File: src/rtl/dacdec_pkg.sv
package dacdec_pkg;
  localparam int FRAME_W  = 32;
  localparam int KEEP_W   = 28;
  localparam logic [3:0] ADDR_ALL = 4'hF;

  typedef enum logic [3:0] {
    CMD_WR_IN      = 4'd0,
    CMD_UPD        = 4'd1,
    CMD_WR_UPD_ALL = 4'd2,
    CMD_WR_UPD_ONE = 4'd3,
    CMD_PWRDN      = 4'd4,
    CMD_CLEAR      = 4'd5,
    CMD_HOLD       = 4'd6,
    CMD_RESET      = 4'd7,
    CMD_CONFIG     = 4'd8
  } cmd_e;

  // address legal for a channel count
  function automatic logic addr_ok(logic [3:0] addr, int nch);
    return (addr == ADDR_ALL) || (int'(addr) < nch);
  endfunction

  // does address select channel idx
  function automatic logic chan_hit(logic [3:0] addr, int idx);
    return (addr == ADDR_ALL) || (addr == 4'(idx));
  endfunction
endpackage

File: src/rtl/dacdec_spi_rx.sv
module dacdec_spi_rx #(
  parameter int FRAME_W     = 32,
  parameter int KEEP_W      = 28,
  parameter int SYNC_STAGES = 2
) (
  input  logic              clk,
  input  logic              rst_n,
  input  logic              sclk,
  input  logic              mosi,
  input  logic              cs_n,
  output logic              frame_ok,
  output logic [KEEP_W-1:0] frame
);
  localparam int CNT_W   = $clog2(FRAME_W + 2);
  localparam int CNT_SAT = FRAME_W + 1;
  localparam int TOP     = SYNC_STAGES - 1;

  logic [SYNC_STAGES-1:0] sclk_s, mosi_s, cs_s;
  logic                   sclk_q, cs_q;
  logic [CNT_W-1:0]       bit_cnt;
  logic [KEEP_W-1:0]      shreg;
  logic                   sclk_rise, cs_rise;

  always_ff @(posedge clk or negedge rst_n) begin
    if (!rst_n) begin
      sclk_s <= '0;
      mosi_s <= '0;
      cs_s   <= '1;
      sclk_q <= 1'b0;
      cs_q   <= 1'b1;
    end else begin
      sclk_s <= {sclk_s[SYNC_STAGES-2:0], sclk};
      mosi_s <= {mosi_s[SYNC_STAGES-2:0], mosi};
      cs_s   <= {cs_s[SYNC_STAGES-2:0], cs_n};
      sclk_q <= sclk_s[TOP];
      cs_q   <= cs_s[TOP];
    end
  end

  assign sclk_rise = sclk_s[TOP] & ~sclk_q;
  assign cs_rise   = cs_s[TOP] & ~cs_q;

  always_ff @(posedge clk or negedge rst_n) begin
    if (!rst_n) begin
      bit_cnt <= '0;
      shreg   <= '0;
    end else if (cs_s[TOP]) begin
      bit_cnt <= '0;
    end else if (sclk_rise) begin
      shreg <= {shreg[KEEP_W-2:0], mosi_s[TOP]};
      if (bit_cnt != CNT_W'(CNT_SAT)) bit_cnt <= bit_cnt + 1'b1;
    end
  end

  assign frame_ok = cs_rise && (bit_cnt == CNT_W'(FRAME_W));
  assign frame    = shreg;
endmodule

File: src/rtl/dacdec_decode.sv
module dacdec_decode
  import dacdec_pkg::*;
#(
  parameter int NUM_CH   = 8,
  parameter int RES_BITS = 16
) (
  input  logic                frame_ok,
  input  logic [KEEP_W-1:0]   frame,
  output logic [NUM_CH-1:0]   wr_in,
  output logic [NUM_CH-1:0]   upd_req,
  output logic [NUM_CH-1:0]   upd_force,
  output logic [NUM_CH-1:0]   pd_we,
  output logic [RES_BITS-1:0] code,
  output logic [1:0]          pd_val,
  output logic [NUM_CH-1:0]   hold_val,
  output logic [1:0]          cfg_val,
  output logic                clr,
  output logic                rst_cmd,
  output logic                hold_we,
  output logic                cfg_we
);
  logic [3:0] cmd, addr;
  logic       ok;

  assign cmd      = frame[27:24];
  assign addr     = frame[23:20];
  assign ok       = addr_ok(addr, NUM_CH);
  assign code     = frame[19 -: RES_BITS];
  assign pd_val   = frame[9:8];
  assign hold_val = frame[NUM_CH-1:0];
  assign cfg_val  = frame[1:0];

  always_comb begin
    wr_in     = '0;
    upd_req   = '0;
    upd_force = '0;
    pd_we     = '0;
    clr       = 1'b0;
    rst_cmd   = 1'b0;
    hold_we   = 1'b0;
    cfg_we    = 1'b0;
    if (frame_ok) begin
      case (cmd)
        CMD_WR_IN:
          for (int i = 0; i < NUM_CH; i++) wr_in[i] = ok && chan_hit(addr, i);
        CMD_UPD:
          for (int i = 0; i < NUM_CH; i++) upd_req[i] = ok && chan_hit(addr, i);
        CMD_WR_UPD_ALL:
          for (int i = 0; i < NUM_CH; i++) begin
            wr_in[i]   = ok && chan_hit(addr, i);
            upd_req[i] = ok;
          end
        CMD_WR_UPD_ONE:
          for (int i = 0; i < NUM_CH; i++) begin
            wr_in[i]     = ok && chan_hit(addr, i);
            upd_force[i] = ok && chan_hit(addr, i);
          end
        CMD_PWRDN:  pd_we   = frame[NUM_CH-1:0];
        CMD_CLEAR:  clr     = 1'b1;
        CMD_HOLD:   hold_we = 1'b1;
        CMD_RESET:  rst_cmd = 1'b1;
        CMD_CONFIG: cfg_we  = 1'b1;
        default: ;
      endcase
    end
  end
endmodule

File: src/rtl/dacdec_regfile.sv
module dacdec_regfile #(
  parameter int NUM_CH   = 8,
  parameter int RES_BITS = 16
) (
  input  logic                       clk,
  input  logic                       rst_n,
  input  logic [NUM_CH-1:0]          wr_in,
  input  logic [NUM_CH-1:0]          upd_req,
  input  logic [NUM_CH-1:0]          upd_force,
  input  logic [NUM_CH-1:0]          pd_we,
  input  logic [RES_BITS-1:0]        code,
  input  logic [1:0]                 pd_val,
  input  logic [NUM_CH-1:0]          hold_val,
  input  logic [1:0]                 cfg_val,
  input  logic                       clr,
  input  logic                       rst_cmd,
  input  logic                       hold_we,
  input  logic                       cfg_we,
  output logic [NUM_CH*RES_BITS-1:0] dac_code,
  output logic [2*NUM_CH-1:0]        pd_mode,
  output logic [1:0]                 cfg_q
);
  logic [NUM_CH-1:0] hold_q;

  for (genvar i = 0; i < NUM_CH; i++) begin : g_ch
    logic [RES_BITS-1:0] in_q, act_q;
    logic [1:0]          pd_q;
    logic                promote;

    assign promote = upd_force[i] | (upd_req[i] & ~hold_q[i]);

    always_ff @(posedge clk or negedge rst_n) begin
      if (!rst_n) begin
        in_q  <= '0;
        act_q <= '0;
      end else if (rst_cmd || clr) begin
        in_q  <= '0;
        act_q <= '0;
      end else begin
        if (wr_in[i]) in_q <= code;
        if (promote)  act_q <= wr_in[i] ? code : in_q;
      end
    end

    always_ff @(posedge clk or negedge rst_n) begin
      if (!rst_n)        pd_q <= 2'd0;
      else if (rst_cmd)  pd_q <= 2'd0;
      else if (pd_we[i]) pd_q <= pd_val;
    end

    assign dac_code[i*RES_BITS +: RES_BITS] = act_q;
    assign pd_mode[2*i +: 2]                = pd_q;
  end

  always_ff @(posedge clk or negedge rst_n) begin
    if (!rst_n) begin
      hold_q <= '0;
      cfg_q  <= '0;
    end else if (rst_cmd) begin
      hold_q <= '0;
      cfg_q  <= '0;
    end else begin
      if (hold_we) hold_q <= hold_val;
      if (cfg_we)  cfg_q  <= cfg_val;
    end
  end
endmodule

File: src/rtl/dac_cmd_decoder.sv
module dac_cmd_decoder
  import dacdec_pkg::*;
#(
  parameter int NUM_CH      = 8,
  parameter int RES_BITS    = 16,
  parameter int SYNC_STAGES = 2
) (
  input  logic                       clk,
  input  logic                       rst_n,
  input  logic                       sclk,
  input  logic                       mosi,
  input  logic                       cs_n,
  output logic [NUM_CH*RES_BITS-1:0] dac_code,
  output logic [2*NUM_CH-1:0]        pd_mode,
  output logic                       int_ref_en,
  output logic                       daisy_en
);
  // named internal events for the checker
  logic                frame_ok;
  logic [KEEP_W-1:0]   frame;
  logic                clr_evt, rst_evt, cfg_evt, hold_evt;
  logic [NUM_CH-1:0]   wr_in, upd_req, upd_force, pd_we, hold_val;
  logic [RES_BITS-1:0] code;
  logic [1:0]          pd_val, cfg_val, cfg_q;

  dacdec_spi_rx #(
    .FRAME_W(FRAME_W), .KEEP_W(KEEP_W), .SYNC_STAGES(SYNC_STAGES)
  ) u_rx (
    .clk(clk), .rst_n(rst_n), .sclk(sclk), .mosi(mosi), .cs_n(cs_n),
    .frame_ok(frame_ok), .frame(frame)
  );

  dacdec_decode #(.NUM_CH(NUM_CH), .RES_BITS(RES_BITS)) u_dec (
    .frame_ok(frame_ok), .frame(frame),
    .wr_in(wr_in), .upd_req(upd_req), .upd_force(upd_force), .pd_we(pd_we),
    .code(code), .pd_val(pd_val), .hold_val(hold_val), .cfg_val(cfg_val),
    .clr(clr_evt), .rst_cmd(rst_evt), .hold_we(hold_evt), .cfg_we(cfg_evt)
  );

  dacdec_regfile #(.NUM_CH(NUM_CH), .RES_BITS(RES_BITS)) u_regs (
    .clk(clk), .rst_n(rst_n),
    .wr_in(wr_in), .upd_req(upd_req), .upd_force(upd_force), .pd_we(pd_we),
    .code(code), .pd_val(pd_val), .hold_val(hold_val), .cfg_val(cfg_val),
    .clr(clr_evt), .rst_cmd(rst_evt), .hold_we(hold_evt), .cfg_we(cfg_evt),
    .dac_code(dac_code), .pd_mode(pd_mode), .cfg_q(cfg_q)
  );

  assign int_ref_en = cfg_q[0];
  assign daisy_en   = cfg_q[1];
endmodule

File: config.mk
export PLATFORM = sky130hd
export DESIGN_NAME = dac_cmd_decoder
export DESIGN_NICKNAME = d
export VERILOG_FILES = /design/src/rtl/dacdec_pkg.sv /design/src/rtl/dacdec_spi_rx.sv /design/src/rtl/dacdec_decode.sv /design/src/rtl/dacdec_regfile.sv /design/src/rtl/dac_cmd_decoder.sv
export SDC_FILE = /design/constraint.sdc
export NUM_CORES = 1
export LEC_CHECK = 0
export BUFFER_PORTS_ARGS = -buffer_cell sky130_fd_sc_hd__buf_2
export CAP_MARGIN = 5
export CORE_MARGIN = 4
export CORE_UTILIZATION = 30
export DETAILED_ROUTE_END_ITERATION = 10
export PLACE_DENSITY = 0.57
export SETUP_SLACK_MARGIN = 0.3
export SLEW_MARGIN = 20
export SYNTH_ARGS = -nofsm -noshare
export SYNTH_HDL_FRONTEND = slang
export SYNTH_SLANG_ARGS = --single-unit
File: constraint.sdc
create_clock -name clk -period 3.7 [get_ports clk]
set_clock_uncertainty 0.1 [all_clocks]
set_input_delay 0.37 -clock clk [delete_from_list [all_inputs] [get_ports clk]]
set_output_delay 0.37 -clock clk [all_outputs]
set_load 0.03 [all_outputs]
# Yosys cells after proc, flatten, opt, wreduce, memory -nomap -nowiden
# Index checks and enable logic that the tools add are counted.
[word_totals]
input_bits = 5
elab_cells = 197
reg_bits = 324
out_inout_bits = 146
[classes]
bitwise_logic = 29
order_cmp = 1
n_eq_ne = 18
muxes = 71
n_addsub = 1
n_reduce_logical = 44
[ops]
columns = ["operator", "count"]
rows = [
  ["2-to-1 mux 16 bit", 32],
  ["2-to-1 mux 8 bit", 9],
  ["nonzero test 2 bit", 20],
  ["2-to-1 mux 2 bit", 18],
  ["== test 4 x 3 -> 1 bit, second input constant", 8],
  ["2-to-1 mux 6 bit", 3],
  ["== test 4 x 2 -> 1 bit, second input constant", 4],
  ["one-hot mux 8 bit (2 select lines)", 1],
  ["NOT 1 bit", 11],
  ["AND 1 bit", 10],
  ["logical OR 1 bit", 10],
  ["logical AND 1 bit", 9],
  ["== test 4 x 1 -> 1 bit, second input constant", 2],
  ["== test 4 bit, second input constant", 2],
  ["zero test 4 bit", 2],
  ["2-to-1 mux 1 bit", 8],
  ["OR 1 bit", 8],
  ["adder 6 x 1 -> 6 bit, second input constant", 1],
  ["== test 6 bit, second input constant", 1],
  ["inequality test 6 bit, second input constant", 1],
  ["< comparator 4 bit, second input constant", 1],
  ["AND reduction 2 bit", 2],
  ["OR reduction 3 bit", 1],
]

# Depth between registers and ports, before layout
[logic_depth]
depth_word = 9
depth_mapped = 9
mapped_depth_nobuf = 7

# Cells and area by module
# From an unflattened synthesis, not the netlist that was laid out.
[unflattened]
hier_cells = 1033
area_unflattened_um2 = 13954.6
[by_module_without_submodules]
columns = ["mod", "area_each_um2", "seq_area_each_um2", "cells_each", "instances"]
rows = [
  ["dacdec_regfile", 11522.3, 7056.8, 796, 1],
  ["dacdec_spi_rx", 1675.4, 1054.8, 109, 1],
  ["dacdec_decode", 757.0, 0.0, 128, 1],
]

# Worst setup path before layout
# Ideal clock, no wire load.
[synth_path]
kind = "flip-flop to flip-flop"
from = "register u_rx.bit_cnt[2]"
to = "register u_regs.g_ch[6].act_q[10]"
path_slack_ns = 1.145
t_required_ns = 3.467
period_less_slack_ns = 2.555
arrival_time_ns = 2.323
stages_incl_launch_ff = 8
cell_sequence = "dfrtp_1 -> or4b_1 -> buf_2 -> nor4_4 -> nand3_2 -> buf_6 -> mux2i_1 -> a21oi_1"
[synth_between]
elab_chain_len = 6
[synth_rtl]
columns = ["item", "line_no", "rtl"]
rows = [
  ["start: declaration", "dacdec_spi_rx.sv:20", "logic [CNT_W-1:0] bit_cnt;"],
  ["start signal: assignment", "dacdec_spi_rx.sv:51", "if (bit_cnt != CNT_W'(CNT_SAT)) bit_cnt <= bit_cnt + 1'b1;"],
  ["== test 6 bit *", "dacdec_spi_rx.sv:55", "assign frame_ok = cs_rise && (bit_cnt == CNT_W'(FRAME_W));"],
  ["logical AND 1 bit *", "dacdec_spi_rx.sv:55", ""],
  ["2-to-1 mux 8 bit", "dacdec_decode.sv:42", "if (frame_ok) begin"],
  ["2-to-1 mux 16 bit / AND 1 bit (equally long branches)", "n/a", ""],
  ["2-to-1 mux 16 bit / OR 1 bit (equally long branches)", "dacdec_regfile.sv:41, dacdec_regfile.sv:30", ""],
  ["2-to-1 mux 16 bit / nonzero test 2 bit (equally long branches)", "n/a", ""],
  ["end signal: assignment", "dacdec_regfile.sv:41", "if (promote) act_q <= wr_in[i] ? code : in_q;"],
  ["end: declaration", "dacdec_regfile.sv:26", "logic [RES_BITS-1:0] in_q, act_q;"],
]
# Mark *: on every way between the ends. The rest lies on a longest branch, timed or not. The select of a mux whose other input is x is not followed.
# A chain may end at the register's enable or synchronous reset.

# Final worst setup path
[layout_path]
from = "register u_rx.bit_cnt[2]"
to = "register u_regs.g_ch[6].act_q[12]"
# Same word-level chain as after synthesis.

==> flow_metrics.env <==
export IMPL_utilization_pct=36.8
export IMPL_vias_per_cell=4.86
export IMPL_regArea_um2=8110
export IMPL_syn_nets=1157
export IMPL_cp_max_fo=16
export IMPL_hold_viol=0
export IMPL_path_clk_slew_ns=0.06
export IMPL_fin_ws_ns=0.414
export IMPL_multi_input_area_um2=4510
export IMPL_cp_num_cells=5
export IMPL_arrival_ns=3.60
export IMPL_async_flop_share_pct=100
export IMPL_overflow=0
export IMPL_path_cells="or4b_1 -> nor4_4 -> nand3_2 -> mux2i_1 -> a21oi_1"
export IMPL_wl_per_cell_um=19.7
export IMPL_ys_seq_area_share_pct=62.3
export IMPL_dpl_worst_slack_ns=0.460
export IMPL_ys_warn_count=0
export IMPL_p_leak_nw=8.76
export IMPL_dieArea_um2=46800
export IMPL_maxSlewViolCount=0
export IMPL_crit_path_end_kind="flop"
export IMPL_num_nets_final=1281
export IMPL_final_cell_mix="dfrtp_1 (319), buf_2 (149), a21oi_1 (146)"
export IMPL_yosysUniqueCellTypes=43
export IMPL_grt_pass1_vias=9286
export IMPL_hpwl_mm=22.3
export IMPL_grt_pass1_wl_mm=57.9
export IMPL_root_buffer="clkbuf_16"
export IMPL_cts_buffers=38
export IMPL_p_per_area_nw_per_um2=496
export IMPL_fill_cells=4342
export IMPL_drt_iter0_markers=632
export IMPL_drc=0
export IMPL_worstMarginPinSlew_ns=0.988
export IMPL_reg2regPathDepth=5
export IMPL_status="finished clean"
export IMPL_cap_viol_max_count=0
export IMPL_max_freq_mhz=304
export IMPL_n_antenna_cell=0
export IMPL_ys_seq_elements=324
export IMPL_area_growth_synth_to_final_pct=21.3
export IMPL_rsz0062_at_grt="yes"
export IMPL_crit_family="simple AND/OR/NAND/NOR gates"
export IMPL_worst_path_buf_inv=0
export IMPL_dieHeight_um=216
export IMPL_finalCriticalPeriod_ns=3.29
export IMPL_syn_avg_cell_area_um2=11.3
export IMPL_startpoint_type="flop"
export IMPL_drive_above_1_share_pct=22.7
export IMPL_grt_antenna_before_repair=1
export IMPL_mostFrequentLayoutCell="dfrtp_1"
export IMPL_slowest_stage="nor4_4"
export IMPL_drtPass1Iterations=5
export IMPL_h_tree_depth=2
export IMPL_start_util_pct=30.3
export IMPL_core_um2=43000
export IMPL_wl_mm=37.1
export IMPL_grt_usage_pct=15.9
export IMPL_io_buffers=150
export IMPL_grt_max_degree=126
export IMPL_timing_final_crit_share_pct=88.8
export IMPL_worstPathRequired_ns=4.01
export IMPL_ir_drop_mv=0.231
export IMPL_vias=9155
export IMPL_setup_viol=0
export IMPL_slowest_delay_ns=0.74
export IMPL_clock_sinks=324
export IMPL_crit_type="flop to flop"
export IMPL_post_cts_setup_buffers=0
export IMPL_synth_edf_count=0
export IMPL_hold_worst_slack_ns=0.246
export IMPL_syn_inst=1149
export IMPL_io_pin_count=151
export IMPL_gp_congestion=0.771
export IMPL_antenna_left=0
export IMPL_fin_setup_tns_ns=0
export IMPL_die_w_um=216
export IMPL_cts_tree="yes"
export IMPL_rows=76
export IMPL_min_path_type="flop to flop"
export IMPL_syn_cell_area_um2=13000
export IMPL_synth_main_ff_cell="dfrtp_1"
export IMPL_whs_path_depth=0
export IMPL_clk_path_buf_depth=3
export IMPL_slew_headroom_pct=34.1
export IMPL_clk_latency_ns=0.54
cells by family after synthesis:
| family | count (synthesis) | share of synthesized area [%] |
|---|---|---|
| simple gates | 232 | 8.39 |
| xor+xnor | 8 | 0.538 |
| mux | 156 | 12.2 |
| compound gates | 310 | 12.6 |
| buf+inv | 115 | 3.66 |
| fa+ha+maj | 4 | 0.365 |
| flops | 324 | 62.3 |
flip-flops by register name, indices dropped and copies added (netlist names), 6 cells and up:
register,cells
u_regs.g_ch.pd_q,16
u_rx.frame,28
u_regs.g_ch.in_q,128
u_regs.hold_q,8
u_rx.bit_cnt,6
u_regs.g_ch.act_q,128
layer usage:
layer	track usage, %	part of all wire [%]
met5	0	0
met4	4.27	1.8
met3	2.69	4.3
met2	24.0	45
met1	23.8	49
synthesized netlist by cell type (all sizes together) (7+ instances only):
cell type	n	area [µm²]
nand3	20	115
buf	28	150
nand2	28	105
a211oi	16	120
mux2	26	293
nand3b	9	67.6
inv	12	45.0
mux2i	130	1300
a21oi	153	766
o21ai	133	681
nor2	138	518
nor3b	7	52.6
dfrtp	321	8030
clkbuf	75	282
through the flow:
stage	instances	cell area [µm²]	total power [mW]
finish	1885	15800	7.83
global route	1885	15800	8.14
detailed placement	1813	14400	4.12
CTS	1884	15800	7.98
global placement	1813	14400	4.11
floorplan	1149	13000	3.83
report_power, final:
group | internal (mW) | switching (mW)
Combinational | 0.0705 | 0.105
Sequential | 3.59 | 0.270
Clock | 2.33 | 1.47
Total | 5.99 | 1.84
path summary, 6_finish.rpt:
path | startpoint | to | slack [ns]
setup / recovery | u_rx.bit_cnt[2] | u_regs.g_ch[6].act_q[12] | 0.41
hold / removal | u_rx.mosi_s[0] | u_rx.mosi_s[1] | 0.25
setup reg to reg | u_rx.bit_cnt[2] | u_regs.g_ch[6].act_q[12] | 0.41
hold reg to reg | u_rx.mosi_s[0] | u_rx.mosi_s[1] | 0.25
max in group asynchronous | rst_n | u_regs.g_ch[6].act_q[2] | 2.16
min in group asynchronous | rst_n | u_rx.sclk_s[0] | 0.27
what timing repair did:
action	CTS	global route
hold buffers	4	0
setup endpoints to repair	0	17
hold endpoints to repair	115	0
gates resized for setup	0	1
layout make-up:
class	instances	share of cell area (%)
inverter	12	0.285
multi-input combinational	710	28.5
tap	585	4.63
sequential	324	51.4
timing repair buffer	187	7.08
clock inverter	10	0.673
clock buffer	57	7.44
(Power assumes the default switching activity.)
